File: src/rtl/stmerge_pkg.sv
package stmerge_pkg;

    typedef enum logic [2:0] {
        S_IDLE,
        S_READ,
        S_MERGE,
        S_BEAT,
        S_DONE
    } sm_state_e;

    typedef struct packed {
        logic       legal;
        logic       sub;        // byte or halfword, needs read-modify-write
        logic       half;       // halfword when sub
        logic [3:0] nwords;     // full-word writes when not sub
        logic       from_zero;  // data taken from bus byte 0
    } len_info_t;

    function automatic len_info_t decode_len(input logic [2:0] code);
        len_info_t d;
        d = '0;
        case (code)
            3'd1: begin d.legal = 1'b1; d.sub = 1'b1; d.nwords = 4'd1; end
            3'd2: begin d.legal = 1'b1; d.sub = 1'b1; d.half = 1'b1; d.nwords = 4'd1; end
            3'd4: begin d.legal = 1'b1; d.nwords = 4'd1; end
            3'd5: begin d.legal = 1'b1; d.nwords = 4'd2; end
            3'd6: begin d.legal = 1'b1; d.nwords = 4'd4; d.from_zero = 1'b1; end
            3'd7: begin d.legal = 1'b1; d.nwords = 4'd8; d.from_zero = 1'b1; end
            default: d = '0;
        endcase
        return d;
    endfunction

endpackage

File: src/rtl/sm_req_decode.sv
module sm_req_decode
    import stmerge_pkg::*;
#(
    parameter int ADDR_W = 32,
    parameter int MEM_AW = 10,
    parameter int OFF_W  = 5
) (
    input  logic [ADDR_W-1:0] addr,
    input  logic [2:0]        code,
    input  logic [OFF_W-1:0]  start,
    output len_info_t         info,
    output logic [MEM_AW-1:0] waddr
);
    logic [ADDR_W-1:0] byte_base;

    always_comb begin
        info      = decode_len(code);
        byte_base = {addr[ADDR_W-1:4], 4'b0000} + ADDR_W'(start);
        waddr     = byte_base[MEM_AW+1:2];
    end
endmodule

File: src/rtl/sm_bus_pick.sv
module sm_bus_pick #(
    parameter int BUS_BYTES = 32,
    parameter int OFF_W     = 6
) (
    input  logic [8*BUS_BYTES-1:0] bus,
    input  logic [OFF_W-1:0]       offset,
    output logic [31:0]            word
);
    localparam int BUS_W = 8 * BUS_BYTES;

    logic [BUS_W-1:0]   shifted;
    logic [OFF_W+2:0]   shamt;

    always_comb begin
        shamt   = {offset, 3'b000};
        shifted = bus << shamt;
        word    = shifted[BUS_W-1 -: 32];
    end
endmodule

File: src/rtl/sm_lane_merge.sv
module sm_lane_merge (
    input  logic [31:0] old_word,
    input  logic [31:0] src,      // byte in [31:24], halfword in [31:16]
    input  logic        half,
    input  logic        le,
    input  logic [1:0]  lane,
    output logic [31:0] merged
);
    logic [1:0] bpos;
    logic       hpos;

    always_comb begin
        merged = old_word;
        bpos   = le ? lane : (2'd3 - lane);
        hpos   = le ? lane[1] : ~lane[1];
        if (half) begin
            merged[16*hpos +: 16] = src[31:16];
        end else begin
            merged[8*bpos +: 8]   = src[31:24];
        end
    end
endmodule

File: src/rtl/store_merge_unit.sv
module store_merge_unit
    import stmerge_pkg::*;
#(
    parameter int ADDR_W    = 32,
    parameter int MEM_AW    = 10,
    parameter int BUS_BYTES = 32
) (
    input  logic                   clk,
    input  logic                   rst,
    input  logic                   req_valid,
    input  logic [ADDR_W-1:0]      req_addr,
    input  logic [2:0]             req_len,
    input  logic                   req_le,
    input  logic [$clog2(BUS_BYTES)-1:0] req_start,
    input  logic [8*BUS_BYTES-1:0] req_data,
    input  logic [BUS_BYTES-1:0]   req_be,
    input  logic                   req_dvalid,
    output logic                   busy,
    output logic                   pop,
    output logic                   err,
    output logic                   mem_en,
    output logic                   mem_we,
    output logic [MEM_AW-1:0]      mem_addr,
    output logic [31:0]            mem_wdata,
    input  logic [31:0]            mem_rdata
);
    localparam int OFF_W  = $clog2(BUS_BYTES);
    localparam int PICK_W = OFF_W + 1;
    localparam int BUS_W  = 8 * BUS_BYTES;

    sm_state_e          st;
    logic [MEM_AW-1:0]  r_wbase;
    logic [3:0]         r_n;
    logic [2:0]         r_idx;
    logic               r_le;
    logic               r_half;
    logic [1:0]         r_lane;
    logic [OFF_W-1:0]   r_src;
    logic [BUS_W-1:0]   r_data;
    logic               r_err;

    len_info_t          d_info;
    logic [MEM_AW-1:0]  d_waddr;
    logic               d_bad;

    sm_req_decode #(.ADDR_W(ADDR_W), .MEM_AW(MEM_AW), .OFF_W(OFF_W)) u_dec (
        .addr  (req_addr),
        .code  (req_len),
        .start (req_start),
        .info  (d_info),
        .waddr (d_waddr)
    );

    assign d_bad = !d_info.legal || !req_dvalid || (req_be == '0);

    logic [PICK_W-1:0] pick_off;
    logic [31:0]       pick_word;
    logic [31:0]       merge_word;
    logic              last_beat;
    logic [MEM_AW-1:0] beat_addr;

    assign pick_off  = PICK_W'(r_src) + PICK_W'({r_idx, 2'b00});
    assign last_beat = ({1'b0, r_idx} == (r_n - 4'd1));
    assign beat_addr = r_le ? (r_wbase + MEM_AW'(r_idx))
                            : (r_wbase + MEM_AW'(r_n - 4'd1 - {1'b0, r_idx}));

    sm_bus_pick #(.BUS_BYTES(BUS_BYTES), .OFF_W(PICK_W)) u_pick (
        .bus    (r_data),
        .offset (pick_off),
        .word   (pick_word)
    );

    sm_lane_merge u_merge (
        .old_word (mem_rdata),
        .src      (pick_word),
        .half     (r_half),
        .le       (r_le),
        .lane     (r_lane),
        .merged   (merge_word)
    );

    always_ff @(posedge clk) begin
        if (rst) begin
            st      <= S_IDLE;
            r_wbase <= '0;
            r_n     <= '0;
            r_idx   <= '0;
            r_le    <= 1'b0;
            r_half  <= 1'b0;
            r_lane  <= '0;
            r_src   <= '0;
            r_data  <= '0;
            r_err   <= 1'b0;
        end else begin
            case (st)
                S_IDLE: begin
                    if (req_valid) begin
                        r_wbase <= d_waddr;
                        r_n     <= d_info.nwords;
                        r_idx   <= '0;
                        r_le    <= req_le;
                        r_half  <= d_info.half;
                        r_lane  <= req_addr[1:0];
                        r_src   <= d_info.from_zero ? '0 : req_start;
                        r_data  <= req_data;
                        r_err   <= d_bad;
                        if (d_bad)             st <= S_DONE;
                        else if (d_info.sub)   st <= S_READ;
                        else                   st <= S_BEAT;
                    end
                end
                S_READ:  st <= S_MERGE;
                S_MERGE: st <= S_DONE;
                S_BEAT: begin
                    if (last_beat) st <= S_DONE;
                    else           r_idx <= r_idx + 3'd1;
                end
                S_DONE: begin
                    st    <= S_IDLE;
                    r_err <= 1'b0;
                end
                default: st <= S_IDLE;
            endcase
        end
    end

    always_comb begin
        busy      = (st != S_IDLE);
        pop       = (st == S_DONE);
        err       = (st == S_DONE) && r_err;
        mem_en    = (st == S_READ) || (st == S_MERGE) || (st == S_BEAT);
        mem_we    = (st == S_MERGE) || (st == S_BEAT);
        mem_addr  = (st == S_BEAT) ? beat_addr : r_wbase;
        mem_wdata = (st == S_MERGE) ? merge_word : pick_word;
    end

    // pop is a single-cycle pulse
    p_pop_single_r10: assert property (@(posedge clk) disable iff (rst)
        pop |=> !pop);

    // busy only falls right after a pop
    p_busy_ends_with_pop_r10: assert property (@(posedge clk) disable iff (rst)
        $fell(busy) |-> $past(pop));

    // a merge write follows a read of the same word
    p_rmw_read_first_r5: assert property (@(posedge clk) disable iff (rst)
        (mem_we && st == S_MERGE) |-> ($past(mem_en && !mem_we) && mem_addr == $past(mem_addr)));

    // consecutive beats step by one word in the direction set by byte order
    p_beat_stride_r8: assert property (@(posedge clk) disable iff (rst)
        (st == S_BEAT && $past(st) == S_BEAT)
            |-> (mem_addr == (r_le ? $past(mem_addr) + MEM_AW'(1) : $past(mem_addr) - MEM_AW'(1))));

    // an error acknowledge is preceded by no memory access
    p_err_no_access_r2: assert property (@(posedge clk) disable iff (rst)
        err |-> (pop && $past(!mem_en)));

    // no memory activity while idle
    p_idle_quiet_r11: assert property (@(posedge clk) disable iff (rst)
        !busy |-> !mem_en);

endmodule

File: config.mk
export PLATFORM = sky130hd
export DESIGN_NAME = store_merge_unit
export DESIGN_NICKNAME = d
export VERILOG_FILES = /design/src/rtl/stmerge_pkg.sv /design/src/rtl/sm_req_decode.sv /design/src/rtl/sm_bus_pick.sv /design/src/rtl/sm_lane_merge.sv /design/src/rtl/store_merge_unit.sv
export SDC_FILE = /design/constraint.sdc
export NUM_CORES = 1
export LEC_CHECK = 0
export BUFFER_PORTS_ARGS = -buffer_cell sky130_fd_sc_hd__buf_4
export CORE_MARGIN = 3
export CORE_UTILIZATION = 61
export CTS_BUF_LIST = sky130_fd_sc_hd__clkbuf_8 sky130_fd_sc_hd__clkbuf_16
export DETAILED_ROUTE_END_ITERATION = 10
export GPL_ROUTABILITY_DRIVEN = 0
export HOLD_SLACK_MARGIN = 0.12
export PLACE_DENSITY = 0.85
export RECOVER_POWER = 25
export SLEW_MARGIN = 20
export SYNTH_ARGS = -nofsm -noshare
export SYNTH_HDL_FRONTEND = slang
export SYNTH_SLANG_ARGS = --single-unit
File: constraint.sdc
create_clock -name clk -period 6.2 [get_ports clk]
set_input_delay 0.93 -clock clk [delete_from_list [all_inputs] [get_ports clk]]
set_output_delay 0.93 -clock clk [all_outputs]
set_load 0.02 [all_outputs]
==> run metrics <==
clock sinks=286; Leak=8.81 nW; drt first pass iters=7; Clk Latency, worst-skew pair=0.57 ns; number of buffers added on ports=389; worst-margin pin slew=2.67 ns; initial antenna violation count=0; number of global-route vias before repair=18300; net switching fraction of the power=0.345; gr ovfl total=0; Most used DFF post-synth=dfxtp_1; yosys warns=0; Hold Crit Class=flop to flop; fin. max-slew vios=203; Fin Setup TNS=0 ns; post-route insts no fill=2891; Net Sw Power=2.05 mW; hold-fix buffers at CTS=0; Clock Power Share=0.315; Nets=2859; Synth Cell Area=19700 um2; Flop pwr share=0.384; Initial Util=0.622; H-tree levels=1; Root Buffer=clkbuf_16; crit path to=mem_wdata[11]; Synth Register Bits=286; Site Rows=65; Mapped Cells=2221; syn nets=2613; io pins=412; largest net degree at the start of global routing=196; Routed Antenna Nets=0; routed len/inst=24.5 um; die extent in y=186 um; DP HPWL=52100 um; Placed Instances=2837; CP Capture Type=output port; die width=186 um; status=finished, violations left; Synth cell types=70; internal power=3.89 mW; Mapped Avg Cell Area=8.88 um2; worst-path fanout max=53; Final Hold Fails=0; MaxCap Viol Count=3; sequential fraction of the synthesis area=0.290; ys async rst share=0; Comb power frac=0.301; worst setup path start=r_idx[0]; CTS max path bufs=3; die area=34500 um2; fraction of layout cells with a size suffix above 1=0.286; Crit Reg-Reg Startpoint=st[0]; fill count=2250; detailed-route via count=19900; Worst R2R Path Depth=5; fmax=168 MHz; vias per inst=6.87; drt total wl=70900 um; hold_sp=r_data[254]; Inserted Clock Buffers=28; clk_skew=0.0179 ns; Post-synth EDFFs=0; worst r2r dst=r_data[243]; # resized after CTS=0; Final Critical Period=5.96 ns; GRT Total Usage=0.393; maximum VDD drop=0.255 mV; RSZ-0062 raised after global routing=no; CP startpoint kind=flop; 1st-iter DRT viols=3225; P per Cell Area=253 nW/um2; Worst slew margin=-0.785; DRC=0; antenna cells=0; final cycle utilization of the critical path=0.961; clk slew on worst S/H paths=0.07 ns; Setup Viol. Count Final=0; failing checks=capacitance limit, slew limit; core area=31700 um2; crit path kind=flop to output port; Crit path arrival time=5.03 ns; Area Overhead vs Synth=18.9%; first-pass GRT wire length=104000 um; FF-to-FF setup slack=0.84 ns; post-CTS setup buffers=0; CTS tree=built; CP Data Required Time=5.27 ns
power by group through the flow:
stage                     sequential (mW)  combinational (mW)  clock, mW
after global routing                 2.28                1.91       1.92
after CTS                            2.25                1.73       1.86
final                                2.28                1.79       1.87
after global placement               2.27                1.66          0
after detailed placement             2.29                1.71          0
after floorplan                      2.14                1.24          0
stage by stage:
step | setup WS (ns) | utilization | area [um2] | hold slack, ns | power, mW
4_1_cts | 0.743 | 0.739 | 23400 | 0.457 | 5.84
3_5_place_dp | 1.33 | 0.707 | 22400 | 0.454 | 4.01
2_1_floorplan | 2.03 | - | 19700 | 0.433 | 3.38
3_3_place_gp | 1.40 | 0.707 | 22400 | 0.445 | 3.94
6_report | 0.245 | 0.740 | 23500 | 0.465 | 5.93
5_1_grt | 0.220 | 0.740 | 23500 | 0.474 | 6.11
flip-flops by register name, summed over array words and instances (netlist names):
signal,flops
r_src,5
r_data,256
r_n,4
r_err,1
r_lane,2
r_idx,3
r_wbase,10
r_le,1
st,3
r_half,1
worst min path at each step:
stage / cells past startpoint / slack (ns) / end
2_1_floorplan: 2 / 0.43 / r_data[251]
3_3_place_gp: 2 / 0.45 / r_data[251]
3_5_place_dp: 2 / 0.45 / r_data[254]
4_1_cts: 2 / 0.46 / r_data[254]
5_1_grt: 2 / 0.47 / r_data[254]
6_report: 2 / 0.47 / r_data[254]
cells in the final DEF, fill, tap and decap left out, drive strengths merged, types with 37 or more instances in the layout:
cell type / instances
nand3: 43
dfxtp: 286
clkbuf: 37
a21oi: 329
o21ai: 50
nand2: 655
mux4: 226
mux2i: 66
nor2: 60
buf: 406
kinds of logic after synthesis:
family / after synthesis / synth area share
simple gates: 830 / 0.170
compound gates: 521 / 0.153
mux: 308 / 0.301
flops: 286 / 0.290
buf+inv: 222 / 0.0558
xor+xnor: 27 / 0.0120
fa+ha+maj: 27 / 0.0183
cell type report:
cell class,instances,area [um2],share of cell area
clock buffers,32,767,0.0327
clock inverters,20,245,0.0105
inverters,26,100,0.00427
multi-input cells,1713,12900,0.551
flip-flops and latches,286,5730,0.244
well taps,402,503,0.0214
repair buffers,412,3180,0.136
worst max-delay path, cell delays in order (launching register included):
cell	delay, ns
dfxtp_1	0.39
ha_4	0.80
clkinv_1	1.10
buf_4	0.54
nand2_1	0.40
nor2_1	0.10
a211oi_1	0.27
a311oi_1	0.09
a21oi_1	0.45
o2bb2ai_1	0.12
buf_4	0.18
Yosys cell counts (6+ instances only):
cell type / number / area share
a22o_1: 9 / 0.0040
a211oi_1: 25 / 0.0095
buf_4: 21 / 0.0080
a221oi_1: 11 / 0.0049
nand4_1: 8 / 0.0025
buf_6: 14 / 0.0080
buf_2: 43 / 0.011
ha_1: 24 / 0.015
a22oi_1: 16 / 0.0061
o21ai_1: 16 / 0.0041
nand3_1: 43 / 0.011
xor2_1: 11 / 0.0049
mux4_2: 226 / 0.26
and3_1: 6 / 0.0019
a31oi_1: 13 / 0.0041
mux2_2: 12 / 0.0068
nand2b_1: 7 / 0.0022
nor2_1: 60 / 0.011
xnor2_1: 16 / 0.0071
nor3_1: 13 / 0.0033
nor4_1: 9 / 0.0029
nand2_1: 655 / 0.12
inv_1: 25 / 0.0048
nor2b_1: 12 / 0.0038
mux2i_1: 66 / 0.033
a21oi_1: 329 / 0.083
o22ai_1: 10 / 0.0032
o21ai_0: 34 / 0.0086
dfxtp_1: 286 / 0.29
clkbuf_1: 114 / 0.022
o211ai_1: 15 / 0.0057
metal layers:
| layer | share of wire | wire length (um) | track usage |
|---|---|---|---|
| met5 | 0 | 0 | 0 |
| met4 | 0.070 | 4950 | 0.208 |
| met3 | 0.17 | 12200 | 0.165 |
| met2 | 0.42 | 29500 | 0.557 |
| met1 | 0.34 | 24300 | 0.514 |
(Power assumes the default switching activity.)
